--- config.mk ---
export PLATFORM = sky130hd
export DESIGN_NAME = crt_char_timer
export DESIGN_NICKNAME = d
export VERILOG_FILES = /design/src/rtl/crt_timer_pkg.sv /design/src/rtl/crt_hseq.sv /design/src/rtl/crt_vseq.sv /design/src/rtl/crt_addr.sv /design/src/rtl/crt_char_timer.sv
export SDC_FILE = /design/constraint.sdc
export NUM_CORES = 1
export LEC_CHECK = 0
export BUFFER_PORTS_ARGS = -buffer_cell sky130_fd_sc_hd__clkbuf_2
export CORE_ASPECT_RATIO = 0.7
export CORE_UTILIZATION = 60
export CTS_BUF_LIST = sky130_fd_sc_hd__clkbuf_16
export DETAILED_ROUTE_END_ITERATION = 8
export HOLD_SLACK_MARGIN = 0.06
export PLACE_DENSITY_LB_ADDON = 0.05
export SYNTH_ARGS = -nofsm -noshare
export SYNTH_HDL_FRONTEND = slang
export SYNTH_HIERARCHICAL = 1
export SYNTH_SLANG_ARGS = --single-unit
--- constraint.sdc ---
create_clock -name clk -period 5.1 [get_ports clk]
set_input_delay 0 -clock clk [delete_from_list [all_inputs] [get_ports clk]]
set_output_delay 0 -clock clk [all_outputs]
set_load 0.03 [all_outputs]
--- src/rtl/crt_timer_pkg.sv ---
package crt_timer_pkg;

  // kind of vertical move taken at the end of a line
  typedef enum logic [2:0] {
    VMOVE_SCAN,
    VMOVE_ROW,
    VMOVE_PAD_ENTER,
    VMOVE_PAD_LINE,
    VMOVE_FRAME
  } vmove_e;

  localparam int unsigned SKEW_MAX = 2;

endpackage

--- src/rtl/crt_hseq.sv ---
module crt_hseq #(
  parameter int unsigned HW = 8,
  parameter int unsigned SW = 4
) (
  input  logic          clk,
  input  logic          rst_n,
  input  logic          ce,
  input  logic [HW-1:0] htotal,
  input  logic [HW-1:0] hdisp,
  input  logic [HW-1:0] hspos,
  input  logic [SW-1:0] hswidth,
  input  logic [1:0]    skew,
  output logic          line_end,
  output logic          hde,
  output logic          hsync
);
  import crt_timer_pkg::*;

  localparam int unsigned EW = HW + 1;

  logic [HW-1:0] hcnt_q, hcnt_d;
  logic          hde_q, hde_d;
  logic          hs_q, hs_d;
  logic [SW-1:0] hsc_q, hsc_d, hsc_inc;
  logic          win_open, win_close;

  always_comb begin
    line_end  = (hcnt_q == htotal);
    hcnt_d    = line_end ? '0 : hcnt_q + 1'b1;
    win_open  = (EW'(hcnt_d) == EW'(skew));
    win_close = (EW'(hcnt_d) == EW'(hdisp) + EW'(skew));

    hde_d = hde_q;
    if (32'(skew) > SKEW_MAX) begin
      hde_d = 1'b0;
    end else begin
      if (win_open)  hde_d = 1'b1;
      if (win_close) hde_d = 1'b0;
    end

    hsc_inc = hsc_q + 1'b1;
    hsc_d   = hsc_q;
    hs_d    = hs_q;
    if (hcnt_d == hspos) begin
      hsc_d = '0;
      hs_d  = (hswidth != '0);
    end else if (hs_q) begin
      hsc_d = hsc_inc;
      if (hsc_inc == hswidth) hs_d = 1'b0;
    end
  end

  always_ff @(posedge clk or negedge rst_n) begin
    if (!rst_n) begin
      hcnt_q <= '0;
      hde_q  <= 1'b0;
      hs_q   <= 1'b0;
      hsc_q  <= '0;
    end else if (ce) begin
      hcnt_q <= hcnt_d;
      hde_q  <= hde_d;
      hs_q   <= hs_d;
      hsc_q  <= hsc_d;
    end
  end

  assign hde   = hde_q;
  assign hsync = hs_q;

  // a skew code above the limit blanks the line on the next tick
  a_r9_skew_blank: assert property (@(posedge clk) disable iff (!rst_n)
    (ce && 32'(skew) > SKEW_MAX) |=> !hde_q);

  // a zero width never raises hsync
  a_r7_zero_width: assert property (@(posedge clk) disable iff (!rst_n)
    (ce && hswidth == '0 && !hs_q) |=> !hs_q);

endmodule

--- src/rtl/crt_vseq.sv ---
module crt_vseq #(
  parameter int unsigned HW = 8,
  parameter int unsigned VW = 7,
  parameter int unsigned RW = 5,
  parameter int unsigned SW = 4,
  parameter int unsigned AW = 14
) (
  input  logic          clk,
  input  logic          rst_n,
  input  logic          ce,
  input  logic          line_end,
  input  logic [HW-1:0] hdisp,
  input  logic [VW-1:0] vtotal,
  input  logic [RW-1:0] vadjust,
  input  logic [VW-1:0] vdisp,
  input  logic [VW-1:0] vspos,
  input  logic [SW-1:0] vswidth,
  input  logic [RW-1:0] maxscan,
  input  logic [AW-1:0] start_addr,
  output logic [RW-1:0] raster,
  output logic          vde,
  output logic          vsync,
  output logic [AW-1:0] base_nx
);
  import crt_timer_pkg::*;

  logic [RW-1:0] raster_q, raster_d;
  logic [VW-1:0] row_q, row_d;
  logic [RW-1:0] pad_q, pad_d;
  logic          in_pad_q, in_pad_d;
  logic [AW-1:0] base_q, base_d;
  logic          vde_q, vde_d;
  logic          vs_q, vs_d;
  logic [SW-1:0] vsc_q, vsc_d, vsc_inc;
  logic          pad_done, row_chg;
  vmove_e        move;

  always_comb begin
    pad_done = ({1'b0, pad_q} + 1'b1) == {1'b0, vadjust};
    if (in_pad_q)               move = pad_done ? VMOVE_FRAME : VMOVE_PAD_LINE;
    else if (raster_q != maxscan) move = VMOVE_SCAN;
    else if (row_q != vtotal)   move = VMOVE_ROW;
    else if (vadjust == '0)     move = VMOVE_FRAME;
    else                        move = VMOVE_PAD_ENTER;

    raster_d = raster_q;
    row_d    = row_q;
    pad_d    = pad_q;
    in_pad_d = in_pad_q;
    base_d   = base_q;
    vde_d    = vde_q;
    vs_d     = vs_q;
    vsc_d    = vsc_q;
    vsc_inc  = vsc_q + 1'b1;
    row_chg  = 1'b0;

    if (line_end) begin
      raster_d = '0;
      unique case (move)
        VMOVE_SCAN: raster_d = raster_q + 1'b1;
        VMOVE_ROW: begin
          row_d   = row_q + 1'b1;
          base_d  = base_q + AW'(hdisp);
          row_chg = 1'b1;
        end
        VMOVE_PAD_ENTER: begin
          in_pad_d = 1'b1;
          pad_d    = '0;
          base_d   = start_addr;
        end
        VMOVE_PAD_LINE: pad_d = pad_q + 1'b1;
        VMOVE_FRAME: begin
          row_d    = '0;
          pad_d    = '0;
          in_pad_d = 1'b0;
          base_d   = start_addr;
          vde_d    = 1'b1;
          row_chg  = 1'b1;
        end
        default: raster_d = raster_q;
      endcase

      if (row_chg && row_d == vdisp) vde_d = 1'b0;

      if (row_chg && row_d == vspos) begin
        vs_d  = 1'b1;
        vsc_d = '0;
      end else if (vs_q) begin
        vsc_d = vsc_inc;
        if (vsc_inc == vswidth) vs_d = 1'b0;
      end
    end
  end

  always_ff @(posedge clk or negedge rst_n) begin
    if (!rst_n) begin
      raster_q <= '0;
      row_q    <= '0;
      pad_q    <= '0;
      in_pad_q <= 1'b0;
      base_q   <= '0;
      vde_q    <= 1'b0;
      vs_q     <= 1'b0;
      vsc_q    <= '0;
    end else if (ce) begin
      raster_q <= raster_d;
      row_q    <= row_d;
      pad_q    <= pad_d;
      in_pad_q <= in_pad_d;
      base_q   <= base_d;
      vde_q    <= vde_d;
      vs_q     <= vs_d;
      vsc_q    <= vsc_d;
    end
  end

  assign raster  = raster_q;
  assign vde     = vde_q;
  assign vsync   = vs_q;
  assign base_nx = base_d;

  // extra scanlines always report scanline 0
  a_r4_pad_scan_zero: assert property (@(posedge clk) disable iff (!rst_n)
    in_pad_q |-> (raster_q == '0));

  // vsync never begins inside the extra scanlines
  a_r8_no_start_in_pad: assert property (@(posedge clk) disable iff (!rst_n)
    $rose(vs_q) |-> !in_pad_q);

  // the extra-line counter stays below the programmed count
  a_r5_pad_bound: assert property (@(posedge clk) disable iff (!rst_n)
    in_pad_q |-> (pad_q < vadjust));

endmodule

--- src/rtl/crt_addr.sv ---
module crt_addr #(
  parameter int unsigned AW = 14
) (
  input  logic          clk,
  input  logic          rst_n,
  input  logic          ce,
  input  logic          line_end,
  input  logic [AW-1:0] base_nx,
  output logic [AW-1:0] addr
);

  logic [AW-1:0] addr_q, addr_d;

  always_comb begin
    addr_d = line_end ? base_nx : addr_q + 1'b1;
  end

  always_ff @(posedge clk or negedge rst_n) begin
    if (!rst_n)  addr_q <= '0;
    else if (ce) addr_q <= addr_d;
  end

  assign addr = addr_q;

  // inside a line the address steps by one, wrapping at the top
  a_r3_addr_step: assert property (@(posedge clk) disable iff (!rst_n)
    (ce && !line_end) |=> (addr_q == AW'($past(addr_q) + 1'b1)));

endmodule

--- src/rtl/crt_char_timer.sv ---
module crt_char_timer #(
  parameter int unsigned HW = 8,
  parameter int unsigned VW = 7,
  parameter int unsigned RW = 5,
  parameter int unsigned SW = 4,
  parameter int unsigned AW = 14
) (
  input  logic          clk,
  input  logic          rst_n,
  input  logic          char_en,
  input  logic [HW-1:0] htotal_i,
  input  logic [HW-1:0] hdisp_i,
  input  logic [HW-1:0] hspos_i,
  input  logic [SW-1:0] hswidth_i,
  input  logic [VW-1:0] vtotal_i,
  input  logic [RW-1:0] vadjust_i,
  input  logic [VW-1:0] vdisp_i,
  input  logic [VW-1:0] vspos_i,
  input  logic [SW-1:0] vswidth_i,
  input  logic [RW-1:0] maxscan_i,
  input  logic [1:0]    skew_i,
  input  logic [AW-1:0] start_addr_i,
  output logic          hsync_o,
  output logic          vsync_o,
  output logic          disp_o,
  output logic [AW-1:0] mem_addr_o,
  output logic [RW-1:0] raster_o
);

  logic rst_meta_q, rst_core_n;
  logic line_end, hde, vde;
  logic [AW-1:0] base_nx;

  // reset asserts at once, releases after two clock edges
  always_ff @(posedge clk or negedge rst_n) begin
    if (!rst_n) begin
      rst_meta_q <= 1'b0;
      rst_core_n <= 1'b0;
    end else begin
      rst_meta_q <= 1'b1;
      rst_core_n <= rst_meta_q;
    end
  end

  crt_hseq #(.HW(HW), .SW(SW)) u_hseq (
    .clk(clk), .rst_n(rst_core_n), .ce(char_en),
    .htotal(htotal_i), .hdisp(hdisp_i), .hspos(hspos_i),
    .hswidth(hswidth_i), .skew(skew_i),
    .line_end(line_end), .hde(hde), .hsync(hsync_o)
  );

  crt_vseq #(.HW(HW), .VW(VW), .RW(RW), .SW(SW), .AW(AW)) u_vseq (
    .clk(clk), .rst_n(rst_core_n), .ce(char_en), .line_end(line_end),
    .hdisp(hdisp_i), .vtotal(vtotal_i), .vadjust(vadjust_i),
    .vdisp(vdisp_i), .vspos(vspos_i), .vswidth(vswidth_i),
    .maxscan(maxscan_i), .start_addr(start_addr_i),
    .raster(raster_o), .vde(vde), .vsync(vsync_o), .base_nx(base_nx)
  );

  crt_addr #(.AW(AW)) u_addr (
    .clk(clk), .rst_n(rst_core_n), .ce(char_en), .line_end(line_end),
    .base_nx(base_nx), .addr(mem_addr_o)
  );

  assign disp_o = hde & vde;

  // with the tick enable low every output holds
  a_r2_hold: assert property (@(posedge clk) disable iff (!rst_n)
    !char_en |=> ($stable(mem_addr_o) && $stable(raster_o) &&
                  $stable(hsync_o) && $stable(vsync_o) && $stable(disp_o)));

  // during reset the outputs are idle
  a_r1_reset_idle: assert property (@(posedge clk)
    !rst_core_n |-> (!hsync_o && !vsync_o && !disp_o && mem_addr_o == '0));

endmodule

## Yosys cells after proc, flatten, opt, wreduce, memory -nomap -nowiden

Index checks and enable logic that the tools add are counted.

- Output and inout port bits: 22
- Logic and storage cells: 96
- Bits in registers: 68

- Multiplexer cells: 31
- Reductions and logical operators: 23
- Add/sub/neg operators: 10
- $lt $le $gt $ge: 1
- Bitwise gates (word level): 1
- Equal/unequal tests: 15

Operators by type and width:

| kind | number |
|---|---|
| $mux W14 | 2 |
| $pmux W14 S2 | 1 |
| $pmux W5 S2 | 2 |
| $eq A8 B8 Y1 | 2 |
| $mux W4 | 4 |
| $mux W3 | 5 |
| $reduce_and A3 Y1 | 5 |
| $add A14 B1 Y14 const B | 1 |
| $add A14 B8 Y14 | 1 |
| $eq A7 B7 Y1 | 2 |
| $pmux W7 S2 | 1 |
| $mux W1 | 13 |
| $reduce_bool A2 Y1 | 6 |
| $add A5 B1 Y5 const B | 2 |
| $add A8 B2 Y9 | 1 |
| $eq A8 B9 Y1 | 1 |
| $add A4 B1 Y4 const B | 2 |
| $add A8 B1 Y8 const B | 1 |
| $eq A4 B4 Y1 | 2 |
| $eq A8 B2 Y1 | 1 |
| $mux W8 | 1 |
| $add A7 B1 Y7 const B | 1 |
| $mux W7 | 1 |
| $ne A7 B7 Y1 | 1 |
| other kinds (17) | 22 |

## Logic depth before layout (Yosys ltp)

Gate-level depths: netlist (run 1).

- Depth after elaboration: 12
- Gate-level depth with buffers: 14
- Depth with buffers taken out: 13

## Cells and area by module

The synthesis (run 1) kept the hierarchy.

By module, submodules not included:

| module | times used | cells each | area each (um2) |
|---|---|---|---|
| crt_vseq | 1 | 388 | 3278.1 |
| crt_hseq | 1 | 183 | 1701.6 |
| crt_addr | 1 | 107 | 890.9 |
| crt_char_timer | 1 | 4 | 60.1 |

## Worst setup path after synthesis (run 1)

No wires, ideal clock.

- Path kind: reg-to-reg
- From: register u_vseq.pad_q[0]
- To: register u_addr.addr_q[11] (netlist: u_addr/addr[11])
- Data arrival time: 2.798 ns
- Slack: 2.233 ns
- Data required time: 5.031 ns
- Stages on the path, launching flop included: 15
- Buffers on the path: 2
- Path through: dfrtp_1 -> ha_1 -> xnor2_1 -> o211ai_1 -> or3_4 -> o21ai_0 -> o21a_1 -> buf_2 -> buf_2 -> nand2_1 -> o31ai_1 -> a22o_1 -> and3_1 -> a21oi_1 -> nand3_1

- Longest elaborated chain between the ends: 9
- Elaborated cells on any way between the ends: 11
- Classes of those cells: add/sub: 1; eq/ne: 4; mux: 5; reduce/logical: 1

RTL lines:

| element | line | RTL |
|---|---|---|
| start, declared | crt_vseq.sv:29 | `logic [RW-1:0] pad_q, pad_d;` |
| start signal, assigned | crt_vseq.sv:108 | `pad_q <= pad_d;` |
| $add A5 B1 Y6 (*) | crt_vseq.sv:39 | `pad_done = ({1'b0, pad_q} + 1'b1) == {1'b0, vadjust};` |
| $eq A6 B5 Y1 (*) | crt_vseq.sv:39 |  |
| $mux W3 (*) (2 in series) | crt_vseq.sv:40 | `if (in_pad_q) move = pad_done ? VMOVE_FRAME : VMOVE_PAD_LINE;` |
| $eq A3 B2 Y1 / $eq A3 B3 Y1 (equally long branches) | crt_vseq.sv:59 | `unique case (move)` |
| $reduce_or A2 Y1 (no line) | n/a |  |
| $pmux W14 S2 (*) | crt_vseq.sv:59 |  |
| $mux W14 (*) | crt_vseq.sv:57 | `if (line_end) begin` |
| via base_nx[11] | crt_char_timer.sv:32 | `logic [AW-1:0] base_nx;` |
| $mux W14 (*) | crt_addr.sv:15 | `addr_d = line_end ? base_nx : addr_q + 1'b1;` |
| end signal, assigned | crt_addr.sv:20 | `else if (ce) addr_q <= addr_d;` |
| end, declared | crt_addr.sv:12 | `logic [AW-1:0] addr_q, addr_d;` |

The timed path passes the listed nets; every way through them passes the cells marked *.
A chain may end at the register's enable or synchronous reset.

## Final worst setup path (run 1)

- From: register u_hseq.hcnt_q[3]
- To: register u_vseq.vde_q (netlist: u_vseq/vde)

- Longest elaborated chain between the ends: 2

RTL lines:

| element | line | RTL |
|---|---|---|
| start, declared | crt_hseq.sv:21 | `logic [HW-1:0] hcnt_q, hcnt_d;` |
| start signal, assigned | crt_hseq.sv:60 | `hcnt_q <= hcnt_d;` |
| $eq A8 B8 Y1 | crt_hseq.sv:28 | `line_end = (hcnt_q == htotal);` |
| via line_end | crt_char_timer.sv:31 | `logic line_end, hde, vde;` |
| $reduce_and A3 Y1 (no line) | n/a |  |
| end signal, assigned | crt_vseq.sv:111 | `vde_q <= vde_d;` |
| end, declared | crt_vseq.sv:32 | `logic vde_q, vde_d;` |

The timed path passes the listed nets, and every way through them passes these cells.

==> metrics.md, run 1 <==
| Metric | Value |
|---|---|
| Post-placement cell count | 880 |
| Slew margin rel. | 39.4% |
| Inserted Clock Buffers | 9 |
| FF+latch count, synth | 68 |
| WS Path Type | reg2reg |
| Hold_ws | 0.0615 ns |
| Async set or reset register ratio after synthesis | 100% |
| Synth unique cells | 90 |
| Final std cells w/o fill | 906 |
| Worst R2R End | u_vseq/vde |
| CP Data Arrival Time | 4.25 ns |
| Most frequent cells in the layout | clkbuf_2 (103), dfrtp_1 (67), nand2_1 (60) |
| Initial antenna violation count | 0 |
| Synth Area in Compound Gates | 25.4% |
| Clock Latency Late Sink | 0.34 ns |
| Commonest non-fill, non-tap cell in the layout | clkbuf_2 |
| Vias in the first global route | 5615 |
| Cell family with most CP delay | buffers and inverters |
| Final WL | 16600 um |
| Placed cell area | 0.00643 sq mm |
| Die width | 121 um |
| Global-route wire length before repair | 27700 um |
| Clk root buf | clkbuf_16 |
| Initial core utilization | 63.6% |
| Layout area overhead | 15.0% |
| Max incr delay on CP | 0.59 ns |
| RSZ-0062 raised after global routing | false |
| Post-DP HPWL | 11900 um |
| FF-to-FF path depth | 11 |
| Synthesized area | 0.00593 sq mm |
| R2r setup slk | 1.07 ns |
| Via Count | 5801 |
| Most area-consuming cells after synthesis | dfrtp_1 (29%), xnor2_1 (7.1%), o21ai_0 (4.6%) |
| Layout cell share with drive strength beyond 1 | 21.5% |
| # DRC | 0 |
| Design area | 0.00682 sq mm |
| Adder-cell area share of the yosys netlist | 4.26% |
| Status | complete, no violations |
| EDFF count, synth | 0 |
| Core Footprint | 0.00933 sq mm |
| Height of the die | 85.2 um |
| Yosys warns | 6 |
| Worst slew pin tran | 0.903 ns |
| Ant diodes | 0 |
| Ports | 104 |
| Worst Path Required | 5.31 ns |
| Worst Setup EP | u_vseq/vde |
| Critical path's slowest cell | dlygate4sd3_1 |
| Final period utilization | 79.1% |
| Setup TNS | 0 ns |
| CP Cell Sequence | xnor2_1 > and4_4 > nand2_4 > inv_4 > and2_1 > buf_4 > o21ai_0 > nor4_1 > o2111a_1 > a31oi_1 > dlygate4sd3_1 |
| Worst VDD drop | 0.273 mV |
| Antenna Nets Post-Route | 0 |
| Final setup violation count | 0 |
| Die ar. | 0.0103 sq mm |
| Cell taking the most area after synthesis | dfrtp_1 |
| Setup bufs post-CTS | 0 |
| Max Clock Skew | 0.00762 ns |
| Fmax | 248 MHz |
| Synth Flop Type | dfrtp_1 |
| Core Rows | 29 |
| Simple-gate area share of the yosys netlist | 20.8% |
| Share of the synthesized area in the top cell type | 28.7% |
| Hold Vio Cnt, Final | 0 |
| DRT iter0 DRCs | 450 |
| Largest family of logic cells by synthesized area | compound AO/OA/AOI/OAI gates |
| Via/cell ratio | 6.40 |
| Critical Path Start | u_hseq/hcnt_q[3] |
| CTS tree | done |
| H-tree levels | 3 |
| Clk sink count | 68 |
| Longest Clk Path Bufs | 2 |
| Crit. path cell count | 11 |
| Mean Syn Cell Area | 8.70 sq um |
| Util after Layout | 73.1% |
| Mux cell area share after synthesis | 2.72% |
| Min Clock Period, post-route | 4.03 ns |
| Worst R2R Start | u_hseq/hcnt_q[3] |
| Max Cap Violations | 0 |
| CP startpoint kind | register |
| Layout Nets | 878 |
| Slew Limit Fails | 0 |
| CP max FO | 44 |
| Overall power | 2.25 mW |
| Static Leak | 2.89 nW |
| PD cells | 330 mW/mm^2 |
| Gate Count Post-Synth | 682 |
| Worst-path clk slew | 0.06 ns |
| Synth Net Count | 783 |
| Drt wl/cell | 18.4 um |
| Gpl congestion | 0.976 |
| Largest net degree at the start of global routing | 67 |
| Global-route usage over all layers | 34.1% |
| Seq/Total Area, Yosys | 28.7% |
| Worst Path Buf+Inv | 3 |
| Worst min path class | in2reg |
| Pre-CTS setup slack | 1.79 ns |
| Setup ws final | 1.07 ns |
| 1st-pass router iterations | 5 |
| CP endpoint kind | register |
| Gr ovfl total | 0 |
| Post-synthesis xor/xnor area fraction | 13.2% |
| Port bufs | 103 |
==> kinds of logic after synthesis <==
logic type / after synthesis
buffers and inverters: 53
AOI/OAI and AO/OA: 215
and+or+nand+nor: 231
other: 1
muxes: 15
xor gates and xnor gates: 80
DFF: 68
adders and majority gates: 19
==> synth_stat cells, types with 13 or more instances <==
library cell / n
xnor2_1: 48
inv_1: 16
a21oi_1: 47
nand2_1: 60
nand4_1: 13
ha_1: 17
clkbuf_1: 14
nor2_1: 36
o21ai_0: 54
dfrtp_1: 68
nor3_1: 14
nand3_1: 37
xor2_1: 25
==> worst min-delay path by stage <==
stage / startpoint / endpoint / slack [ns] / cells past startpoint
floorplan: rst_n / rst_core_n / -0.30 / 0
global placement: rst_n / rst_meta_q / -0.21 / 1
detailed placement: rst_n / rst_meta_q / -0.21 / 1
CTS: start_addr_i[13] / u_vseq/base_q[13] / 0.06 / 3
global route: start_addr_i[9] / u_vseq/base_q[9] / 0.1 / 4
finish: start_addr_i[13] / u_vseq/base_q[13] / 0.06 / 3
==> sequential cells by signal, indices dropped and copies added (netlist names) <==
register / cells
u_addr/addr: 14
u_vseq/base_q: 14
u_hseq/hcnt_q: 8
u_vseq/row_q: 7
u_vseq/pad_q: 5
u_vseq/raster: 5
u_hseq/hsc_q: 4
u_vseq/vsc_q: 4
rst_core_n: 1
rst_meta_q: 1
u_hseq/hde: 1
u_hseq/hsync: 1
u_vseq/in_pad_q: 1
u_vseq/vde: 1
u_vseq/vsync: 1
==> what timing repair did <==
action | CTS | global route
hold buffers | 10 | 0
gates resized for setup | 0 | 0
setup endpoints to repair | 0 | 0
endpoints found under the hold margin | 8 | 0
==> worst register-to-register path, delay by kind of cell, from the launching register on <==
kind / cells / cell delay (ns)
AOI/OAI and AO/OA: 3 / 0.67
DFF: 1 / 0.58
buffers and inverters: 3 / 1.24
xor gates and xnor gates: 1 / 0.37
and+or+nand+nor: 4 / 1.06
==> final cells by class <==
| type | count | area [sq um] |
|---|---|---|
| Clock buffer | 9 | 225 |
| Sequential cell | 68 | 1700 |
| Timing Repair Buffer | 118 | 653 |
| Clock inverter | 7 | 67.6 |
| Tap cell | 124 | 155 |
| Multi-Input combinational cell | 561 | 3940 |
| Inverter | 19 | 73.8 |
| Fill cell | 729 | 2510 |
==> per-layer routing <==
layer / vias to the layer above / share of wire (%) / GRT usage (%)
met5: - / 0 / 0
met2: 293 / 45 / 52.9
met1: 2753 / 45 / 48.3
met4: 0 / 1.1 / 9.88
met3: 19 / 9.0 / 6.85
li1: 2736 / - / -
==> report_power, final <==
part / leakage (nW) / internal (mW) / switching (mW)
Combinational: 1.89 / 0.358 / 0.484
Clock: 0.139 / 0.376 / 0.249
Sequential: 0.864 / 0.621 / 0.166
Total: 2.89 / 1.36 / 0.898
Note: power is estimated with default switching activity, not from simulation.
==> inputs of run 2 (changes only) <==
CORE_UTILIZATION = 58   (was 60)
clock period = 4.1 ns   (was 5.1 ns; I/O delays follow)
==> run 2 against run 1 <==
Maximum frequency grew 8.2%; utilization shrank 2.7 points; setup slack lost 0.69 ns; sequential share of layout area shrank 0.28 points; routed wire length shrank 3.8%; total power grew 29%; cell count grew 0.88%; hold slack gained 0.010 ns; clock skew is essentially flat; clock power grew 40%; critical endpoint unchanged; highest routed layer unchanged.
==> metrics.md, run 2 (synthesized netlist as in run 1, its figures left out) <==
| Metric | Value |
|---|---|
| Status | complete, no violations |
| Sw power | 1.09 mW |
| Post-placement cell count | 888 |
| RSZ-0062 raised after global routing | false |
| Final WL | 16000 um |
| R2r setup slk | 0.37 ns |
| CP Cell Sequence | xnor2_1 > and4_4 > nand2_4 > inv_4 > and2_2 > o21ai_0 > nor4_1 > o2111a_1 > a31oi_1 > dlygate4sd3_1 |
| Met3 WL post-DR | 1040 um |
| Worst Setup EP | u_vseq/vde |
| Inserted Clock Buffers | 9 |
| Clk sink count | 68 |
| Height of the die | 86.6 um |
| Longest Clk Path Bufs | 2 |
| Design area | 0.00690 sq mm |
| Global-route usage over all layers | 31.0% |
| WL met1 | 7520 um |
| Setup ws final | 0.372 ns |
| Via/cell ratio | 6.29 |
| Footprint of the multi-input gates | 0.00394 sq mm |
| Via Count | 5746 |
| PD cells | 421 mW/mm^2 |
| Global-route wire length before repair | 25800 um |
| DRT iter0 DRCs | 405 |
| Final std cells w/o fill | 914 |
| FF-to-FF path depth | 10 |
| Worst VDD drop | 0.343 mV |
| Worst R2R Start | u_hseq/hcnt_q[3] |
| Ports | 104 |
| Critical path's slowest cell | dfrtp_1 |
| Pre-CTS setup slack | 0.728 ns |
| Gr ovfl total | 0 |
| # DRC | 0 |
| CTS tree | done |
| Layout Nets | 882 |
| Final setup violation count | 0 |
| Clock share of power | 30.2% |
| Fmax | 268 MHz |
| Largest net degree at the start of global routing | 53 |
| Max Cap Violations | 0 |
| Overall power | 2.90 mW |
| Core Rows | 30 |
| Die ar. | 0.0106 sq mm |
| Antenna Nets Post-Route | 0 |
| Worst slew pin tran | 0.926 ns |
| Initial antenna violation count | 0 |
| Layout area overhead | 16.3% |
| Worst Path Required | 4.31 ns |
| WS Path Type | reg2reg |
| 1st-pass router iterations | 5 |
| Slew Limit Fails | 0 |
| Max Clock Skew | 0.00797 ns |
| Worst R2R End | u_vseq/vde |
| Share of total power in sequential cells | 34.1% |
| Combinational share of power | 35.7% |
| Drt wl/cell | 17.5 um |
| Die width | 123 um |
| Slew margin rel. | 37.9% |
| H-tree levels | 3 |
| Top sig layer | met4 |
| Initial core utilization | 60.5% |
| Post-DP HPWL | 11800 um |
| Met2 wire length | 7280 um |
| Util after Layout | 70.4% |
| Core Footprint | 0.00980 sq mm |
| CP max FO | 44 |
| Gpl congestion | 0.966 |
| Worst-path clk slew | 0.06 ns |
| CP Data Arrival Time | 3.94 ns |
| CP startpoint kind | register |
| Min Clock Period, post-route | 3.73 ns |
| # fillers | 819 |
| Clock Latency Late Sink | 0.33 ns |
| Max incr delay on CP | 0.68 ns |
| Hold Vio Cnt, Final | 0 |
| Most frequent cells in the layout | clkbuf_2 (103), dfrtp_1 (67), nand2_1 (60) |
| Hold_ws | 0.0715 ns |
| Worst min path class | in2reg |
| Critical Path Start | u_hseq/hcnt_q[3] |
| Vias in the first global route | 5316 |
| Clk root buf | clkbuf_16 |
| Int Power | 1.81 mW |
| Static Leak | 2.95 nW |
| Final period utilization | 90.9% |
| CP endpoint kind | register |
| Port bufs | 103 |
| Placed cell area | 0.00646 sq mm |
| Sequential cell area | 0.00170 sq mm |
| Ant diodes | 0 |
| Sw Share | 37.5% |
| Layout cell share with drive strength beyond 1 | 21.9% |
| Commonest non-fill, non-tap cell in the layout | clkbuf_2 |
| Setup TNS | 0 ns |
## run 2: cell type report
class                   instances  area share (%)
flip-flops and latches         68            24.7
multi-input cells             561            57.2
inverters                      19            1.07
repair buffers                122            9.91
clock buffers                   9            3.27
well taps                     128            2.32
clock inverters                 7            1.56
## run 2: routing by layer
metal / track usage [%] / vias up
met3: 5.59 / 21
li1: - / 2746
met1: 44.0 / 2777
met2: 49.5 / 202
met5: 0 / -
met4: 6.32 / 0
## run 2: power groups by stage
| stage | clock network [mW] | registers, mW | logic, mW |
|---|---|---|---|
| 6_report | 0.876 | 0.991 | 1.04 |
| 5_1_grt | 0.921 | 1.01 | 1.12 |
| 3_5_place_dp | 0 | 0.996 | 1.01 |
| 2_1_floorplan | 0 | 0.976 | 0.786 |
| 4_1_cts | 0.891 | 0.985 | 1.02 |
| 3_3_place_gp | 0 | 0.983 | 0.980 |
## run 2: worst min-delay path by stage
| stage | from | slack [ns] | to | cells after the start |
|---|---|---|---|---|
| 2_1_floorplan | rst_n | -0.30 | rst_core_n | 0 |
| 3_3_place_gp | rst_n | -0.21 | rst_meta_q | 1 |
| 3_5_place_dp | rst_n | -0.21 | rst_meta_q | 1 |
| 4_1_cts | start_addr_i[9] | 0.06 | u_vseq/base_q[9] | 4 |
| 5_1_grt | start_addr_i[13] | 0.09 | u_vseq/base_q[13] | 3 |
| 6_report | start_addr_i[9] | 0.07 | u_vseq/base_q[9] | 4 |
## run 2: repair_timing
action	4_1_cts	5_1_grt
endpoints found under the setup margin	0	1
hold endpoints to repair	8	0
buffers inserted	0	0
hold buffers	10	0
resized for setup	0	1
## run 2: critical path: cells and delay by family, from the launching register on
kind            cells  cell delay [ns]
simple gates        4             1.20
flops               1             0.68
xor+xnor            1             0.23
buf+inv             2             0.92
compound gates      3             0.57
